<file path="config.mk">
export PLATFORM = sky130hd
export DESIGN_NAME = spim_ctrl
export DESIGN_NICKNAME = d
export VERILOG_FILES = /design/src/rtl/spim_pkg.sv /design/src/rtl/spim_fifo.sv /design/src/rtl/spim_shift.sv /design/src/rtl/spim_ctrl.sv
export SDC_FILE = /design/constraint.sdc
export NUM_CORES = 2
export LEC_CHECK = 0
export CAP_MARGIN = 0
export CORE_UTILIZATION = 56
export CTS_BUF_LIST = sky130_fd_sc_hd__clkbuf_8 sky130_fd_sc_hd__clkbuf_16
export DETAILED_ROUTE_END_ITERATION = 7
export GPL_ROUTABILITY_DRIVEN = 0
export GPL_TIMING_DRIVEN = 0
export PLACE_DENSITY_LB_ADDON = 0.12
export SYNTH_ARGS = -nofsm -noshare
export SYNTH_HDL_FRONTEND = slang
export SYNTH_HIERARCHICAL = 1
export SYNTH_SLANG_ARGS = --single-unit
</file>
<file path="constraint.sdc">
create_clock -name clk -period 17.6 [get_ports clk]
set_input_delay 3.52 -clock clk [delete_from_list [all_inputs] [get_ports clk]]
set_output_delay 3.52 -clock clk [all_outputs]
set_load 0.01 [all_outputs]
</file>
<file path="src/rtl/spim_pkg.sv">
package spim_pkg;
   localparam int REG_W = 32;

   localparam logic [3:0] A_CTRL  = 4'd0;
   localparam logic [3:0] A_FSIZE = 4'd1;
   localparam logic [3:0] A_STAT  = 4'd2;
   localparam logic [3:0] A_ICLR  = 4'd3;
   localparam logic [3:0] A_RXD   = 4'd4;
   localparam logic [3:0] A_TXD   = 4'd5;
   localparam logic [3:0] A_CKDIV = 4'd6;
   localparam logic [3:0] A_MIS   = 4'd8;
   localparam logic [3:0] A_RAW   = 4'd9;

   localparam logic [REG_W-1:0] CTRL_RST  = 32'h8000_0102;
   localparam logic [REG_W-1:0] FSIZE_RST = 32'h0000_0004;
   localparam logic [REG_W-1:0] CKDIV_RST = 32'h0000_0007;

   localparam int C_EN    = 0;
   localparam int C_IE_RX = 4;
   localparam int C_IE_TX = 5;
   localparam int C_IE_OV = 6;
   localparam int C_HOLD  = 26;
   localparam int C_BIG   = 29;
   localparam int C_SRST  = 31;
   localparam int FC_LO   = 8;
   localparam int FC_HI   = 23;

   // event bit order shared by status, raw, masked and clear registers
   localparam int E_TXDONE = 0;
   localparam int E_RXRDY  = 1;
   localparam int E_OVF    = 2;
endpackage

</file>
<file path="src/rtl/spim_fifo.sv">
module spim_fifo #(
   parameter int W     = 32,
   parameter int DEPTH = 32
) (
   input  logic                         clk,
   input  logic                         rst_n,
   input  logic                         clr,
   input  logic                         push,
   input  logic                         pop,
   input  logic [W-1:0]                 din,
   output logic [W-1:0]                 dout,
   output logic [$clog2(DEPTH+1)-1:0]   count
);
   localparam int PW = $clog2(DEPTH);
   localparam int CW = $clog2(DEPTH+1);

   generate
      if ((DEPTH & (DEPTH - 1)) != 0) begin : g_bad_depth
         $error("spim_fifo: DEPTH must be a power of two");
      end
   endgenerate

   logic [W-1:0]  mem [DEPTH];
   logic [PW-1:0] wp_q, rp_q;

   always_ff @(posedge clk) begin
      if (push) mem[wp_q] <= din;
   end

   always_ff @(posedge clk or negedge rst_n) begin
      if (!rst_n) begin
         wp_q <= '0;  rp_q <= '0;  count <= '0;
      end else if (clr) begin
         wp_q <= '0;  rp_q <= '0;  count <= '0;
      end else begin
         if (push) wp_q <= wp_q + 1'b1;
         if (pop)  rp_q <= rp_q + 1'b1;
         case ({push, pop})
            2'b10:   count <= count + 1'b1;
            2'b01:   count <= count - 1'b1;
            default: count <= count;
         endcase
      end
   end

   assign dout = mem[rp_q];

   // occupancy never exceeds physical storage
   a_r10_fifo_bound: assert property (@(posedge clk) disable iff (!rst_n)
      count <= CW'(DEPTH));
   // no pop from an empty FIFO
   a_r8_no_pop_empty: assert property (@(posedge clk) disable iff (!rst_n)
      pop |-> count != '0);
endmodule

</file>
<file path="src/rtl/spim_shift.sv">
module spim_shift #(
   parameter int W     = 32,
   parameter int DIV_W = 8
) (
   input  logic                   clk,
   input  logic                   rst_n,
   input  logic                   clr,
   input  logic                   start,
   input  logic [W-1:0]           tx_word,
   input  logic [$clog2(W):0]     len,
   input  logic [DIV_W-1:0]       div,
   input  logic                   miso,
   output logic                   busy,
   output logic                   done,
   output logic                   sclk,
   output logic                   mosi,
   output logic [W-1:0]           rx_word
);
   localparam int LW = $clog2(W) + 1;

   logic [DIV_W:0] tick_q;
   logic [W-1:0]   txs_q, rxs_q;
   logic [LW-1:0]  left_q;
   logic           half_end;

   assign half_end = (tick_q == {1'b0, div});

   always_ff @(posedge clk or negedge rst_n) begin
      if (!rst_n) begin
         busy <= 1'b0; done <= 1'b0; sclk <= 1'b0; tick_q <= '0;
         txs_q <= '0;  rxs_q <= '0;  left_q <= '0;
      end else if (clr) begin
         busy <= 1'b0; done <= 1'b0; sclk <= 1'b0; tick_q <= '0;
         txs_q <= '0;  rxs_q <= '0;  left_q <= '0;
      end else begin
         done <= 1'b0;
         if (start && !busy) begin
            busy   <= 1'b1;
            sclk   <= 1'b0;
            tick_q <= '0;
            left_q <= len;
            txs_q  <= tx_word << (LW'(W) - len);
            rxs_q  <= '0;
         end else if (busy) begin
            if (half_end) begin
               tick_q <= '0;
               if (!sclk) begin
                  sclk  <= 1'b1;
                  rxs_q <= {rxs_q[W-2:0], miso};
               end else begin
                  sclk   <= 1'b0;
                  txs_q  <= txs_q << 1;
                  left_q <= left_q - 1'b1;
                  if (left_q == LW'(1)) begin
                     busy <= 1'b0;
                     done <= 1'b1;
                  end
               end
            end else begin
               tick_q <= tick_q + 1'b1;
            end
         end
      end
   end

   assign mosi    = txs_q[W-1];
   assign rx_word = rxs_q;

   // serial clock is back at its idle level when a frame ends
   a_r4_sclk_idle_end: assert property (@(posedge clk) disable iff (!rst_n)
      $fell(busy) |-> !sclk);
   // a frame never starts with zero length
   a_r3_len_nonzero: assert property (@(posedge clk) disable iff (!rst_n)
      (start && !busy) |-> len != '0);
endmodule

</file>
<file path="src/rtl/spim_ctrl.sv">
module spim_ctrl
   import spim_pkg::*;
#(
   parameter int ADDR_W      = 4,
   parameter int FIFO_MAX    = 32,
   parameter int SMALL_DEPTH = 4,
   parameter int DIV_W       = 8,
   parameter bit BIG_FIFO_EN = 1'b1
) (
   input  logic              clk,
   input  logic              rst_n,
   input  logic              bus_sel,
   input  logic              bus_wr,
   input  logic [ADDR_W-1:0] bus_addr,
   input  logic [31:0]       bus_wdata,
   output logic [31:0]       bus_rdata,
   output logic              spi_sclk,
   output logic              spi_mosi,
   input  logic              spi_miso,
   output logic              spi_cs_n,
   output logic              irq
);
   localparam int NREG = 2 ** ADDR_W;
   localparam int CW   = $clog2(FIFO_MAX + 1);
   localparam int LW   = $clog2(REG_W) + 1;

   generate
      if (ADDR_W < 4) begin : g_bad_addr
         $error("spim_ctrl: ADDR_W must be at least 4");
      end
      if (FIFO_MAX < 8 || SMALL_DEPTH > FIFO_MAX || SMALL_DEPTH < 2) begin : g_bad_fifo
         $error("spim_ctrl: FIFO sizing parameters out of range");
      end
      if (DIV_W < 1 || DIV_W > 16) begin : g_bad_div
         $error("spim_ctrl: DIV_W out of range");
      end
   endgenerate

   logic [REG_W-1:0] ctrl_q, fsize_q;
   logic [REG_W-1:0] store_q [NREG];
   logic [15:0]      fcnt_q;
   logic [2:0]       st_q, raw_q, mis_q, raw_n, mis_n, clr_bits, ien;
   logic             cs_q;

   logic wr, rd, wr_ctrl, wr_fsize, wr_iclr, sw_clr, plain_addr;
   assign wr       = bus_sel && bus_wr;
   assign rd       = bus_sel && !bus_wr;
   assign wr_ctrl  = wr && bus_addr == ADDR_W'(A_CTRL);
   assign wr_fsize = wr && bus_addr == ADDR_W'(A_FSIZE);
   assign wr_iclr  = wr && bus_addr == ADDR_W'(A_ICLR);
   assign sw_clr   = wr_ctrl && bus_wdata[C_SRST];
   assign plain_addr = !(bus_addr == ADDR_W'(A_CTRL) || bus_addr == ADDR_W'(A_FSIZE) ||
                         bus_addr == ADDR_W'(A_STAT) || bus_addr == ADDR_W'(A_RXD)  ||
                         bus_addr == ADDR_W'(A_TXD)  || bus_addr == ADDR_W'(A_MIS)  ||
                         bus_addr == ADDR_W'(A_RAW));

   // frame length and depth selection
   logic [LW-1:0] flen;
   logic [CW-1:0] depth;
   assign flen = (fsize_q[4:0] == 5'd0) ? LW'(REG_W) : LW'(fsize_q[4:0]);

   function automatic logic [CW-1:0] big_depth(input logic [LW-1:0] n);
      if (n <= LW'(8))       return CW'(FIFO_MAX);
      else if (n <= LW'(16)) return CW'(FIFO_MAX / 2);
      else                   return CW'(FIFO_MAX / 4);
   endfunction

   generate
      if (BIG_FIFO_EN) begin : g_big
         assign depth = ctrl_q[C_BIG] ? big_depth(flen) : CW'(SMALL_DEPTH);
      end else begin : g_fixed
         assign depth = CW'(SMALL_DEPTH);
      end
   endgenerate

   // FIFOs and shifter
   logic [CW-1:0]    tx_cnt, rx_cnt;
   logic [REG_W-1:0] tx_dout, rx_dout, sh_rx;
   logic tx_full, tx_empty, rx_full, rx_empty, tx_nxt, rx_nxt;
   logic tx_push, tx_pop, rx_push, rx_pop, start, sh_busy, sh_done, last, ovf_evt;

   assign tx_full  = tx_cnt >= depth;
   assign rx_full  = rx_cnt >= depth;
   assign tx_empty = tx_cnt == '0;
   assign rx_empty = rx_cnt == '0;
   assign tx_nxt   = tx_cnt == depth - 1'b1;
   assign rx_nxt   = rx_cnt == depth - 1'b1;

   assign tx_push = wr && bus_addr == ADDR_W'(A_TXD) && !tx_full;
   assign start   = ctrl_q[C_EN] && !tx_empty && fcnt_q != '0 && !sh_busy && !sh_done;
   assign tx_pop  = start;
   assign rx_pop  = rd && bus_addr == ADDR_W'(A_RXD) && !rx_empty;
   assign rx_push = sh_done && !rx_full;
   assign ovf_evt = sh_done && rx_full;
   assign last    = sh_done && fcnt_q == 16'd1;

   spim_fifo #(.W(REG_W), .DEPTH(FIFO_MAX)) u_txq (
      .clk, .rst_n, .clr(sw_clr), .push(tx_push), .pop(tx_pop),
      .din(bus_wdata), .dout(tx_dout), .count(tx_cnt));

   spim_fifo #(.W(REG_W), .DEPTH(FIFO_MAX)) u_rxq (
      .clk, .rst_n, .clr(sw_clr), .push(rx_push), .pop(rx_pop),
      .din(sh_rx), .dout(rx_dout), .count(rx_cnt));

   spim_shift #(.W(REG_W), .DIV_W(DIV_W)) u_shift (
      .clk, .rst_n, .clr(sw_clr), .start, .tx_word(tx_dout), .len(flen),
      .div(store_q[A_CKDIV][DIV_W-1:0]), .miso(spi_miso), .busy(sh_busy),
      .done(sh_done), .sclk(spi_sclk), .mosi(spi_mosi), .rx_word(sh_rx));

   // event logic
   assign ien      = {ctrl_q[C_IE_OV], ctrl_q[C_IE_RX], ctrl_q[C_IE_TX]};
   assign clr_bits = wr_iclr ? bus_wdata[2:0] : 3'b000;

   always_comb begin
      raw_n = raw_q & ~clr_bits;
      if (last)    raw_n[E_RXRDY:E_TXDONE] = 2'b11;
      if (ovf_evt) raw_n[E_OVF] = 1'b1;
      mis_n = (mis_q & ~clr_bits) | (ien & raw_n);
   end

   always_ff @(posedge clk or negedge rst_n) begin
      if (!rst_n) begin
         ctrl_q <= CTRL_RST; fsize_q <= FSIZE_RST; fcnt_q <= 16'd1;
         st_q <= '0; raw_q <= '0; mis_q <= '0; cs_q <= 1'b1;
         for (int i = 0; i < NREG; i++) store_q[i] <= (i == int'(A_CKDIV)) ? CKDIV_RST : '0;
      end else if (sw_clr) begin
         ctrl_q <= CTRL_RST; fsize_q <= FSIZE_RST; fcnt_q <= 16'd1;
         st_q <= '0; raw_q <= '0; mis_q <= '0; cs_q <= 1'b1;
         for (int i = 0; i < NREG; i++) store_q[i] <= (i == int'(A_CKDIV)) ? CKDIV_RST : '0;
      end else begin
         if (wr && plain_addr) store_q[bus_addr] <= bus_wdata;
         if (wr_ctrl) ctrl_q <= bus_wdata;
         if (wr_fsize && !ctrl_q[C_EN]) fsize_q <= bus_wdata;

         if (wr_ctrl)      fcnt_q <= bus_wdata[FC_HI:FC_LO];
         else if (last)    fcnt_q <= ctrl_q[FC_HI:FC_LO];
         else if (sh_done) fcnt_q <= fcnt_q - 1'b1;

         if (start) cs_q <= 1'b0;
         else if (sh_done && (last || !ctrl_q[C_HOLD])) cs_q <= 1'b1;

         if (start)   st_q[E_RXRDY:E_TXDONE] <= 2'b00;
         if (last)    st_q[E_RXRDY:E_TXDONE] <= 2'b11;
         if (ovf_evt)     st_q[E_OVF] <= 1'b1;
         else if (rx_pop) st_q[E_OVF] <= 1'b0;

         raw_q <= raw_n;
         mis_q <= mis_n;
      end
   end

   assign spi_cs_n = cs_q;
   assign irq      = |mis_q;

   logic [31:0] status;
   assign status = {17'd0, sh_busy, cs_q, 2'b00, tx_empty, tx_nxt, tx_full, 1'b0,
                    rx_empty, rx_nxt, rx_full, 1'b0, st_q};

   always_comb begin
      case (bus_addr)
         ADDR_W'(A_CTRL):  bus_rdata = ctrl_q;
         ADDR_W'(A_FSIZE): bus_rdata = fsize_q;
         ADDR_W'(A_STAT):  bus_rdata = status;
         ADDR_W'(A_RXD):   bus_rdata = rx_empty ? '0 : rx_dout;
         ADDR_W'(A_TXD):   bus_rdata = '0;
         ADDR_W'(A_MIS):   bus_rdata = {29'd0, mis_q};
         ADDR_W'(A_RAW):   bus_rdata = {29'd0, raw_q};
         default:          bus_rdata = store_q[bus_addr];
      endcase
   end

   // frame size holds while enabled
   a_r3_fsize_frozen: assert property (@(posedge clk) disable iff (!rst_n)
      (ctrl_q[C_EN] && $past(ctrl_q[C_EN])) |-> $stable(fsize_q));
   // chip select low whenever bits are shifting
   a_r5_cs_low_in_frame: assert property (@(posedge clk) disable iff (!rst_n)
      sh_busy |-> !spi_cs_n);
   // TX done only appears together with chip select released
   a_r6_done_cs_high: assert property (@(posedge clk) disable iff (!rst_n)
      $rose(raw_q[E_TXDONE]) |-> spi_cs_n);
   // clearing a raw event takes effect on the next cycle
   a_r9_clear_raw: assert property (@(posedge clk) disable iff (!rst_n)
      (wr_iclr && bus_wdata[E_TXDONE] && !last) |=> !raw_q[E_TXDONE]);
   // soft reset restores control and empties the TX queue
   a_r11_soft_reset: assert property (@(posedge clk) disable iff (!rst_n)
      sw_clr |=> (ctrl_q == CTRL_RST && spi_cs_n && tx_cnt == '0 && !irq));
endmodule

</file>
==> results_dict.tcl <==
set metrics [dict create \
    drv_slew 0 \
    synthArstFlopShare 0.236 \
    pre_cts_ws_ns 6.30 \
    crit_path_max_fanout 10 \
    r2r.worst_path.cells 14 \
    final_util 0.642 \
    core_area_sq_um 198000 \
    track_usage 0.333 \
    overflow 0 \
    cp_cell_sequence "clkdlybuf4s50_1, buf_2, nand2b_1, clkbuf_1, nor3_1, a22oi_1, a222oi_1, clkdlybuf4s50_1" \
    crit_buf_inv 4 \
    peakVddDrop_uv 107 \
    cellPowerDensity_nw_per_um2 139 \
    worst_setup_path_end_kind "output pin" \
    crit_arrival_ns 8.42 \
    grt_pass1_wl_mm 475 \
    final_hold_viol_count 0 \
    drive_above_1_share 0.167 \
    failed_checks "DRC, capacitance limit" \
    r2r-end "u_txq/mem[4][28]" \
    nFillCells 14000 \
    dieWidth_um 448 \
    hp-start "ctrl_q[1]" \
    syn_area_sq_um 111000 \
    ys_ff_latch 2679 \
    cpMostUsedCell "clkdlybuf4s50_1" \
    ys_types 97 \
    cts_tree "yes" \
    vias 68700 \
    cts_max_path_buffers 4 \
    finalSetupViolations 0 \
    fin_crit_ns 11.94 \
    grt_pass1_vias 66900 \
    power_w 0.0176 \
    hold_end "ctrl_q[1]" \
    dr.pass1.iters 8 \
    r2r_start "fsize_q[0]" \
    cts_resized 0 \
    path_clk_slew_ns 0.07 \
    htree_levels 5 \
    tightest_slew_ns 1.49 \
    dieArea_sq_um 201000 \
    drtIter0Drc 8973 \
    syn_nets 7364 \
    ff2ff_setup_slack_ns 11.75 \
    hold_path_depth 2 \
    cp_top_family "buffers and inverters" \
    boundaryPins 77 \
    most-common-layout-cells "edfxtp_1, nand2_1, dfrtp_1, a21oi_1, mux2i_1" \
    required_ns 14.08 \
    initial_core_util 0.564 \
    wl_per_cell_um 31.3 \
    vias_per_cell 6.46 \
    max_stage_delay_ns 1.20 \
    status "finished, violations left" \
    crit_slowest_cell "nor3_1" \
    cts_root_buffer "clkbuf_16" \
    drt-total-wl_mm 333 \
    fin_worst_skew_ns 0.0424 \
    clock.fmax_mhz 83.8 \
    ys_seq_area_frac 0.693 \
    antenna_found_initial 5 \
    postCtsSetupBuffers 0 \
    ys.flop_type "edfxtp_1" \
    ctsHoldBuffers 0 \
    numPortBuffers 75 \
    worstSetupPathType "in -> out" \
    area_delta_synth_final_pct 13.7 \
    final.setup.worst_slack_ns 5.66 \
    insertion_delay_ns 0.94 \
    yosysWarningCount 6 \
    relSlewSlack 0.00183 \
    die_h_um 448 \
    cts-buffers-inserted 290 \
    final_common_cell "edfxtp_1" \
    avgSynthCellArea_sq_um 15.3 \
    rows 163 \
    fin_crit_sh 0.678 \
    syn_inst 7293 \
    hp-class "reg -> reg" \
    critPathLaunchType "input port" \
    cts.sinks 2679 \
    p_leak_nw 47.4 \
    rsz0062_at_grt "false" \
    dp_hpwl_mm 229 \
    drcViolationCount 1 \
    grt_max_degree 123 \
    fin_nets 7855 \
    max_cap_viol_count 1 \
    synth-edff-count 2048 \
    ant_nets 0 \
]
cells by family (layout without fill, tap and decap cells):
group,after synthesis,in the layout,synth area share
flops,2679,2679,0.693
simple gates,1827,1827,0.0794
other cells,0,4,0
xor+xnor,52,52,0.00476
compound gates,1150,1150,0.0637
buf+inv,563,1259,0.0250
fa+ha+maj,30,30,0.00337
mux,992,992,0.130
layout make-up:
class / count / area [sq um] / area share
tap: 2640 / 3300 / 0.0261
inverter: 33 / 124 / 0.000977
buffer: 530 / 2670 / 0.0211
multi-input combinational: 4051 / 31800 / 0.251
clock buffer: 323 / 7850 / 0.0619
clock inverter: 174 / 1170 / 0.00925
antenna: 4 / 10.0 / 0.0000790
sequential: 2679 / 77300 / 0.610
timing repair buffer: 199 / 2550 / 0.0201
flip-flops by register name, summed over array words and instances, names as in the netlist, 2 cells and up:
signal	count
u_rxq/mem	1024
u_txq/mem	1024
store_q	428
ctrl_q	32
fsize_q	32
u_shift/rx_word	32
u_shift/txs_q	32
fcnt_q	16
u_shift/tick_q	9
u_rxq/count	6
u_shift/left_q	6
u_txq/count	6
u_rxq/rp_q	5
u_rxq/wp_q	5
u_txq/rp_q	5
u_txq/wp_q	5
mis_q	3
raw_q	3
st_q	2
cell usage after synthesis, types with 8 or more instances:
| master | count | area share |
|---|---|---|
| edfxtp_1 | 2048 | 0.55 |
| nand2_1 | 852 | 0.029 |
| dfrtp_1 | 622 | 0.14 |
| a21oi_1 | 587 | 0.026 |
| mux2i_1 | 577 | 0.052 |
| mux4_2 | 363 | 0.073 |
| nor2b_1 | 287 | 0.016 |
| clkbuf_1 | 269 | 0.0091 |
| a22oi_1 | 233 | 0.016 |
| nor2_1 | 186 | 0.0063 |
| buf_2 | 161 | 0.0072 |
| nand3_1 | 153 | 0.0069 |
| o21ai_0 | 89 | 0.0040 |
| nand4_1 | 81 | 0.0045 |
| nor3_1 | 62 | 0.0028 |
| mux2_2 | 51 | 0.0052 |
| a22o_1 | 45 | 0.0035 |
| nand2b_1 | 40 | 0.0022 |
| buf_6 | 39 | 0.0039 |
| nand3b_1 | 35 | 0.0024 |
| or2_2 | 34 | 0.0019 |
| buf_4 | 33 | 0.0022 |
| o22ai_1 | 33 | 0.0019 |
| ha_1 | 30 | 0.0034 |
| inv_1 | 30 | 0.0010 |
| a221oi_1 | 25 | 0.0020 |
| xor2_1 | 24 | 0.0019 |
| buf_1 | 23 | 0.00077 |
| xnor2_1 | 21 | 0.0016 |
| a211oi_1 | 20 | 0.0013 |
| or3_1 | 18 | 0.0010 |
| o31ai_1 | 12 | 0.00081 |
| a221o_1 | 11 | 0.00099 |
| o211ai_1 | 11 | 0.00074 |
| o21ai_1 | 11 | 0.00049 |
| dfstp_2 | 9 | 0.0021 |
| a2111oi_0 | 8 | 0.00063 |
| and2_1 | 8 | 0.00045 |
| and3_1 | 8 | 0.00045 |
| nor4_1 | 8 | 0.00045 |
worst reg2reg max path, delay by kind of cell, from the launching register on:
family | cells | cell delay, ns
AO/OA/AOI/OAI | 3 | 0.98
adder cells (fa/ha/maj) | 1 | 0.41
buffers and inverters | 4 | 0.98
flip-flops | 1 | 0.48
AND/OR/NAND/NOR | 6 | 2.68
power by group:
part	total [W]	switching (W)	leakage, nW	internal, W
registers	0.00725	0.000219	28.6	0.00703
logic	0.00456	0.00281	14.1	0.00175
clock network	0.00583	0.00242	4.69	0.00341
metrics by stage:
| stage | setup TNS, ns | hold slack (ns) | std cells | instance area (sq um) |
|---|---|---|---|---|
| after CTS | 0 | 0.463 | 10600 | 127000 |
| after global placement | -9842.11 | 0.451 | 10000 | 116000 |
| final | 0 | 0.468 | 10600 | 127000 |
| after detailed placement | 0 | 0.455 | 10100 | 118000 |
| after global routing | 0 | 0.480 | 10600 | 127000 |
| after floorplan | 0 | 0.430 | 7293 | 111000 |
worst max-delay path by stage:
stage / endpoint / start / depth (start not counted) / slack [ns]
after floorplan: bus_rdata[13] / bus_addr[1] / 6 / 9.07
after global placement: u_shift/rx_word[11] / rst_n / 1 / -15.80
after detailed placement: bus_rdata[10] / bus_addr[1] / 8 / 6.30
after CTS: bus_rdata[10] / bus_addr[1] / 8 / 6.28
after global routing: bus_rdata[26] / bus_addr[1] / 10 / 5.94
final: bus_rdata[10] / bus_addr[1] / 8 / 5.66
metal layers:
layer | up-vias | wire [um] | share of wire | GRT usage
met5 | - | 48 | 0.00014 | 0
met4 | 8 | 18400 | 0.055 | 0.158
met3 | 814 | 34100 | 0.10 | 0.0826
li1 | 28800 | - | - | -
met1 | 35200 | 128000 | 0.38 | 0.451
met2 | 3845 | 153000 | 0.46 | 0.511
Power figures use the tool's default switching activity.
